$ cat src/rtl/hmw_pkg.sv
// Package: shared constants and types for the host memory window translator.
// Assumes a 32-bit data path; swap stages are defined for that width only.
package hmw_pkg;
    localparam int DW            = 32;
    localparam int BASE_SHIFT    = 12;   // code 0 window = 4 KiB
    localparam logic [3:0] SIZE_CODE_MAX = 4'hD;

    // Configuration register offsets
    typedef enum logic [2:0] {
        CFG_BASE    = 3'd0,
        CFG_SIZE    = 3'd1,
        CFG_ORG     = 3'd2,
        CFG_ORG_ALT = 3'd3,
        CFG_PAGE    = 3'd4,
        CFG_FMT     = 3'd5
    } cfg_off_e;

    // Data format selection, one bit per swap stage
    typedef struct packed {
        logic half_sw;   // bit 2
        logic byte_sw;   // bit 1
        logic bit_rev;   // bit 0
    } fmt_t;
endpackage

$ cat src/rtl/hmw_regs.sv
// Module: configuration registers for the window (base, size, origin, page, format).
// Assumes one write per cycle; the origin is writable at two offsets and the
// size code is clamped on write so stored values never exceed the maximum.
module hmw_regs
    import hmw_pkg::*;
#(
    parameter int AW   = 32,
    parameter int VA_W = 23
) (
    input  logic            clk,
    input  logic            rst_n,
    input  logic            cfg_we,
    input  logic [2:0]      cfg_addr,
    input  logic [DW-1:0]   cfg_wdata,
    output logic [AW-1:0]   base_q,
    output logic [3:0]      size_q,
    output logic [VA_W-1:0] org_q,
    output logic [VA_W-1:0] page_q,
    output fmt_t            fmt_q
);
    logic [3:0] size_in;

    // Clamp the incoming size code to the largest supported window
    always_comb size_in = (cfg_wdata[3:0] > SIZE_CODE_MAX) ? SIZE_CODE_MAX : cfg_wdata[3:0];

    // Register writes decoded by offset
    always_ff @(posedge clk) begin
        if (!rst_n) begin
            base_q <= '0;
            size_q <= '0;
            org_q  <= '0;
            page_q <= '0;
            fmt_q  <= '0;
        end else if (cfg_we) begin
            case (cfg_off_e'(cfg_addr))
                CFG_BASE:              base_q <= cfg_wdata[AW-1:0];
                CFG_SIZE:              size_q <= size_in;
                CFG_ORG, CFG_ORG_ALT:  org_q  <= cfg_wdata[VA_W-1:0];
                CFG_PAGE:              page_q <= cfg_wdata[VA_W-1:0];
                CFG_FMT:               fmt_q  <= fmt_t'(cfg_wdata[2:0]);
                default: ;
            endcase
        end
    end

    p_size_clamp_r6: assert property (@(posedge clk) disable iff (!rst_n)
        (cfg_we && cfg_addr == 3'd1 && cfg_wdata[3:0] > SIZE_CODE_MAX) |=> (size_q == SIZE_CODE_MAX));

    p_origin_alias_r8: assert property (@(posedge clk) disable iff (!rst_n)
        (cfg_we && cfg_addr == 3'd3) |=> (org_q == $past(cfg_wdata[VA_W-1:0])));
endmodule

$ cat src/rtl/hmw_decode.sv
// Module: window hit decode and device address generation (combinational).
// Assumes VA_W <= AW and a size code no larger than the package maximum.
module hmw_decode
    import hmw_pkg::*;
#(
    parameter int AW   = 32,
    parameter int VA_W = 23
) (
    input  logic [AW-1:0]   addr,
    input  logic [AW-1:0]   base,
    input  logic [3:0]      size_code,
    input  logic [VA_W-1:0] org,
    input  logic [VA_W-1:0] page,
    output logic            hit,
    output logic [VA_W-1:0] dev_addr
);
    logic [AW:0]   diff;
    logic [5:0]    sh;
    logic [AW-1:0] lim;

    // Offset from base with borrow, and the window limit mask from the size code
    always_comb begin
        diff = {1'b0, addr} - {1'b0, base};
        sh   = 6'(BASE_SHIFT) + {2'b00, size_code};
        lim  = (AW'(1) << sh) - AW'(1);
    end

    // Hit when no borrow and no offset bit above the window limit
    always_comb hit = ~diff[AW] & ~|(diff[AW-1:0] & ~lim);

    // Device address: window offset plus origin plus page, wrapping in VA_W bits
    always_comb dev_addr = diff[VA_W-1:0] + org + page;
endmodule

$ cat src/rtl/hmw_swap.sv
// Module: three-stage data reorder (bit reverse per byte, byte swap per half,
// half swap). Each stage is its own inverse and the stages commute, so the
// whole transform is its own inverse.
module hmw_swap
    import hmw_pkg::*;
(
    input  fmt_t          fmt,
    input  logic [DW-1:0] din,
    output logic [DW-1:0] dout
);
    localparam int NBYTE = DW / 8;
    localparam int NHALF = DW / 16;

    logic [DW-1:0] rev, bsw, rev_s, bsw_s;

    // Stage 1 wiring: bit order reversed inside each byte
    for (genvar gb = 0; gb < NBYTE; gb++) begin : g_byte
        for (genvar gi = 0; gi < 8; gi++) begin : g_bit
            assign rev[8*gb + gi] = din[8*gb + 7 - gi];
        end
    end

    // Stage 1 select
    always_comb rev_s = fmt.bit_rev ? rev : din;

    // Stage 2 wiring: bytes exchanged inside each 16-bit half
    for (genvar gh = 0; gh < NHALF; gh++) begin : g_half
        assign bsw[16*gh +: 8]     = rev_s[16*gh + 8 +: 8];
        assign bsw[16*gh + 8 +: 8] = rev_s[16*gh +: 8];
    end

    // Stage 2 select
    always_comb bsw_s = fmt.byte_sw ? bsw : rev_s;

    // Stage 3: halves exchanged
    always_comb dout = fmt.half_sw ? {bsw_s[15:0], bsw_s[31:16]} : bsw_s;
endmodule

$ cat src/rtl/hmw_xlate.sv
// Module: host memory window translator top. Decodes window hits, forms the
// device address, swaps data both ways, and registers the memory request
// (one edge) and the read response (second edge).
// Assumes the memory presents m_rdata for m_addr in the same cycle as m_req.
module hmw_xlate
    import hmw_pkg::*;
#(
    parameter int AW   = 32,
    parameter int VA_W = 23
) (
    input  logic            clk,
    input  logic            rst_n,
    input  logic            cfg_we,
    input  logic [2:0]      cfg_addr,
    input  logic [31:0]     cfg_wdata,
    input  logic            h_valid,
    input  logic            h_write,
    input  logic [AW-1:0]   h_addr,
    input  logic [31:0]     h_wdata,
    input  logic [31:0]     m_rdata,
    output logic            m_req,
    output logic            m_write,
    output logic [VA_W-1:0] m_addr,
    output logic [31:0]     m_wdata,
    output logic            h_rvalid,
    output logic [31:0]     h_rdata
);
    logic [AW-1:0]   base_q;
    logic [3:0]      size_q;
    logic [VA_W-1:0] org_q, page_q, dev_addr;
    fmt_t            fmt_q, fmt_pl;
    logic            hit, miss_rd_q;
    logic [31:0]     wr_sw, rd_sw;

    hmw_regs #(.AW(AW), .VA_W(VA_W)) u_regs (
        .clk(clk), .rst_n(rst_n), .cfg_we(cfg_we), .cfg_addr(cfg_addr),
        .cfg_wdata(cfg_wdata), .base_q(base_q), .size_q(size_q),
        .org_q(org_q), .page_q(page_q), .fmt_q(fmt_q)
    );

    hmw_decode #(.AW(AW), .VA_W(VA_W)) u_dec (
        .addr(h_addr), .base(base_q), .size_code(size_q), .org(org_q),
        .page(page_q), .hit(hit), .dev_addr(dev_addr)
    );

    hmw_swap u_wsw (.fmt(fmt_q),  .din(h_wdata), .dout(wr_sw));
    hmw_swap u_rsw (.fmt(fmt_pl), .din(m_rdata), .dout(rd_sw));

    // Request stage: register the translated access toward memory
    always_ff @(posedge clk) begin
        if (!rst_n) begin
            m_req     <= 1'b0;
            m_write   <= 1'b0;
            m_addr    <= '0;
            m_wdata   <= '0;
            miss_rd_q <= 1'b0;
            fmt_pl    <= '0;
        end else begin
            m_req     <= h_valid & hit;
            m_write   <= h_write;
            m_addr    <= dev_addr;
            m_wdata   <= wr_sw;
            miss_rd_q <= h_valid & ~hit & ~h_write;
            fmt_pl    <= fmt_q;
        end
    end

    // Response stage: register read data back to the host
    always_ff @(posedge clk) begin
        if (!rst_n) begin
            h_rvalid <= 1'b0;
            h_rdata  <= '0;
        end else begin
            h_rvalid <= (m_req & ~m_write) | miss_rd_q;
            h_rdata  <= miss_rd_q ? '1 : rd_sw;
        end
    end

    p_miss_no_req_r9: assert property (@(posedge clk) disable iff (!rst_n)
        (h_valid && !hit) |=> !m_req);

    p_miss_ones_r9: assert property (@(posedge clk) disable iff (!rst_n)
        (h_rvalid && $past(miss_rd_q)) |-> (h_rdata == 32'hFFFF_FFFF));

    p_req_source_r10: assert property (@(posedge clk) disable iff (!rst_n)
        m_req |-> $past(h_valid));

    p_rvalid_source_r10: assert property (@(posedge clk) disable iff (!rst_n)
        h_rvalid |-> ($past(m_req && !m_write) || $past(miss_rd_q)));
endmodule

$ cat config.mk
export PLATFORM = sky130hd
export DESIGN_NAME = hmw_xlate
export DESIGN_NICKNAME = d
export VERILOG_FILES = /design/src/rtl/hmw_pkg.sv /design/src/rtl/hmw_regs.sv /design/src/rtl/hmw_decode.sv /design/src/rtl/hmw_swap.sv /design/src/rtl/hmw_xlate.sv
export SDC_FILE = /design/constraint.sdc
export NUM_CORES = 1
export LEC_CHECK = 0
export ABC_AREA = 1
export BUFFER_PORTS_ARGS = -buffer_cell sky130_fd_sc_hd__buf_4
export CAP_MARGIN = 10
export CORE_UTILIZATION = 55
export DETAILED_ROUTE_END_ITERATION = 8
export PLACE_DENSITY = 0.9
export SETUP_SLACK_MARGIN = 0.3
export SLEW_MARGIN = 20
export SYNTH_ARGS = -nofsm -noshare
export SYNTH_HDL_FRONTEND = slang
export SYNTH_SLANG_ARGS = --single-unit
$ cat constraint.sdc
create_clock -name clk -period 4.65 [get_ports clk]
set_clock_uncertainty 0.15 [all_clocks]
set_input_delay 0 -clock clk [delete_from_list [all_inputs] [get_ports clk]]
set_output_delay 0 -clock clk [all_outputs]
set_load 0.01 [all_outputs]
==> impl_metrics.tcl <==
set metrics [dict create \
    rsz0062_at_grt "true" \
    ys.flop_type "dfxtp_1" \
    dp_hpwl_um 30300 \
    min_path_type "in2reg" \
    crit_required_ns 4.83 \
    synth_common_cells "543 x nand2_1, 242 x inv_1, 220 x o21ai_0" \
    finalCoreUtilization_pct 75.3 \
    cts-htree-levels 4 \
    vias 15200 \
    slowest_delay_ns 0.77 \
    drive_gt1_share_pct 14.1 \
    cts_buffer_depth 2 \
    synth.top_cell.area_share_pct 29.2 \
    crit_path_start_kind "register" \
    grt_first_pass_wirelength_um 73100 \
    cts_tree "done" \
    dp_cells 2380 \
    max_cap_violations 0 \
    cts_root_buf "clkbuf_16" \
    clock_latency_ns 0.45 \
    coreArea_um2 21800 \
    syn_nets 2170 \
    period_needed_ns 4.31 \
    ant_nets 0 \
    hold_viol 0 \
    avgSynthCellArea_um2 6.30 \
    synth_area_leaders "dfxtp_1 29%, nand2_1 17%, o21ai_0 9.0%, inv_1 7.4%, ha_1 6.2%" \
    syn_to_final_growth_pct 33.9 \
    ys_warn_count 0 \
    power.density_nw_per_um2 296 \
    viasPerCell 5.91 \
    grt_pass1_vias 14800 \
    finalWeightedCongestion 1.01 \
    final_cells 2575 \
    seq_area_um2 3580 \
    p_total_uw 4860 \
    ir_worst_vdd_uv 255 \
    crit_type "reg2reg" \
    slew_headroom_pct 23.4 \
    multi_input_area_um2 7530 \
    gr-total-overflow 0 \
    routed_wl_um 47600 \
    tightest_slew_ns 1.15 \
    drt_pass1_iterations 8 \
    clk_pin_slew_ns 0.07 \
    fin_ws_ns 0.336 \
    yosysTopAreaCell "dfxtp_1" \
    grt_antenna_before_repair 1 \
    ys_seq_area_share_pct 29.2 \
    post_drt_wl_per_cell_um 18.5 \
    die_area_um2 22900 \
    tns_ns 0 \
    fin_nets 2502 \
    synth.most_common_cell "nand2_1" \
    grt_usage_pct 41.1 \
    cp.arrival_ns 4.50 \
    clock.fmax_mhz 232 \
    finalMaxSlewViolations 0 \
    post-route-drc-count 0 \
    power_leakage_uw 0.00837 \
    ys_types 42 \
    cts-buffers-inserted 17 \
    async_reset_ff_share_pct 0 \
    synthCells 1949 \
    dr.first_iter.drc_count 1585 \
    num_rows 54 \
    finalSetupViolCount 0 \
    die_h_um 151 \
    dieWidth_um 151 \
    status "complete, no violations" \
    critPathSlowestCell "dfxtp_2" \
    ys_ff_latch 179 \
    port_buffers 225 \
    reg2reg_setup_slack_ns 0.34 \
    ios 226 \
    min_period_over_period_pct 92.8 \
    pre_cts_slack_ns 0.287 \
    syn_area_um2 12300 \
    grt_max_degree 64 \
    endpoint_kind "register" \
    start_util_pct 56.2 \
    crit_chain "inv_1 > nand2_1 > nand2_1 > dlygate4sd3_1 > inv_1 > nand2_1 > o21ai_0 > dlygate4sd3_1 > o22ai_1 > dlygate4sd3_1" \
    clkSinkCount 179 \
    fill_cells 1603 \
    synth_edf_count 0 \
    critPathMaxFanout 34 \
]
## critical path, delay by kind of cell, from the launching register on
kind | cells | cell delay (ns)
AO/OA/AOI/OAI | 2 | 0.27
flip-flops | 1 | 0.77
buffers and inverters | 5 | 2.62
AND/OR/NAND/NOR | 3 | 0.37
## flip-flops by register name, indices dropped and copies added, names as in the netlist
signal and count:
u_regs.fmt_q 3, u_regs.org_q 23, u_regs.size_q 4, h_rdata 32, h_rvalid 1, m_req 1
m_wdata 32, u_regs.page_q 23, u_regs.base_q 32, fmt_pl 3, m_write 1, miss_rd_q 1
m_addr 23
## routing by layer
metal | share of wire, % | global-route usage, %
met1 | 38 | 50.5
met2 | 46 | 66.4
met3 | 9.9 | 7.38
met4 | 6.0 | 25.3
met5 | 0 | 0
## placed cells by master, fill, tap and decap left out, types with 3 or more instances in the layout
master | synthesis | final
nand2_1 | 543 | 540
inv_1 | 242 | 242
buf_4 | 4 | 235
o21ai_0 | 220 | 220
dfxtp_1 | 179 | 178
nor2_1 | 165 | 164
dlygate4sd3_1 | 0 | 161
a21oi_1 | 140 | 137
nand3_1 | 114 | 113
ha_1 | 61 | 57
nand4_1 | 32 | 32
o22ai_1 | 32 | 32
fa_1 | 24 | 23
clkbuf_16 | 0 | 17
o21ai_1 | 15 | 13
nor3_1 | 14 | 12
inv_2 | 9 | 9
nand3b_1 | 8 | 8
nor2_2 | 7 | 8
nand2_2 | 3 | 6
xor2_1 | 9 | 5
o21a_1 | 5 | 5
nand4_2 | 5 | 5
a21oi_2 | 1 | 4
nand3_2 | 3 | 4
xor2_2 | 0 | 4
o21bai_1 | 4 | 4
bufinv_16 | 0 | 4
nor4_1 | 3 | 3
and2_1 | 3 | 3
xnor2_1 | 4 | 3
nor2_4 | 3 | 3
clkinv_1 | 3 | 3
nor3_2 | 1 | 3
ha_2 | 0 | 3
## worst paths after layout
path | startpoint | endpoint | depth (start not counted)
setup / recovery | u_regs.fmt_q[0] | m_wdata[13] | 10
hold / removal | m_rdata[7] | h_rdata[15] | 7
setup reg to reg | u_regs.fmt_q[0] | m_wdata[13] | 10
hold reg to reg | u_regs.base_q[3] | u_regs.base_q[3] | 2
## power breakdown
group          switching [µW]  internal [µW]
sequential               58.3           1650
combinational             912            627
clock                     687            928
total                    1660           3200
## timing repair
action                                  CTS  global route
hold endpoints to repair                156             0
resized for setup                         2            24
setup buffers                             0             1
pin swaps                                 0             4
endpoints found under the setup margin    1             9
cloned                                    0             0
hold buffers                            161             0
## stage by stage
stage	hold WS [ns]	area (µm²)
3_3_place_gp	0.0574	14000
5_1_grt	0.0870	16400
4_1_cts	0.00802	16300
2_1_floorplan	-0.0565	12300
6_report	0.0181	16400
3_5_place_dp	0.0738	14000
## area by class of cell
type | instances | area share, %
multi-input combinational | 1433 | 45.8
sequential | 179 | 21.8
timing repair buffer | 396 | 20.5
inverter | 254 | 5.80
clock buffer | 20 | 2.72
tap | 280 | 2.13
clock inverter | 12 | 1.17
antenna | 1 | 0.0152
## kinds of logic after synthesis
logic type                 after synthesis  share of synthesized area [%]
xor gates and xnor gates                13                          0.928
adders and majority gates               85                           10.1
AOI/OAI and AO/OA                      427                           18.2
and+or+nand+nor                        908                           31.1
DFF                                    179                           29.2
buffers and inverters                  337                           10.5
No activity file was read; power rests on OpenSTA's default activity.
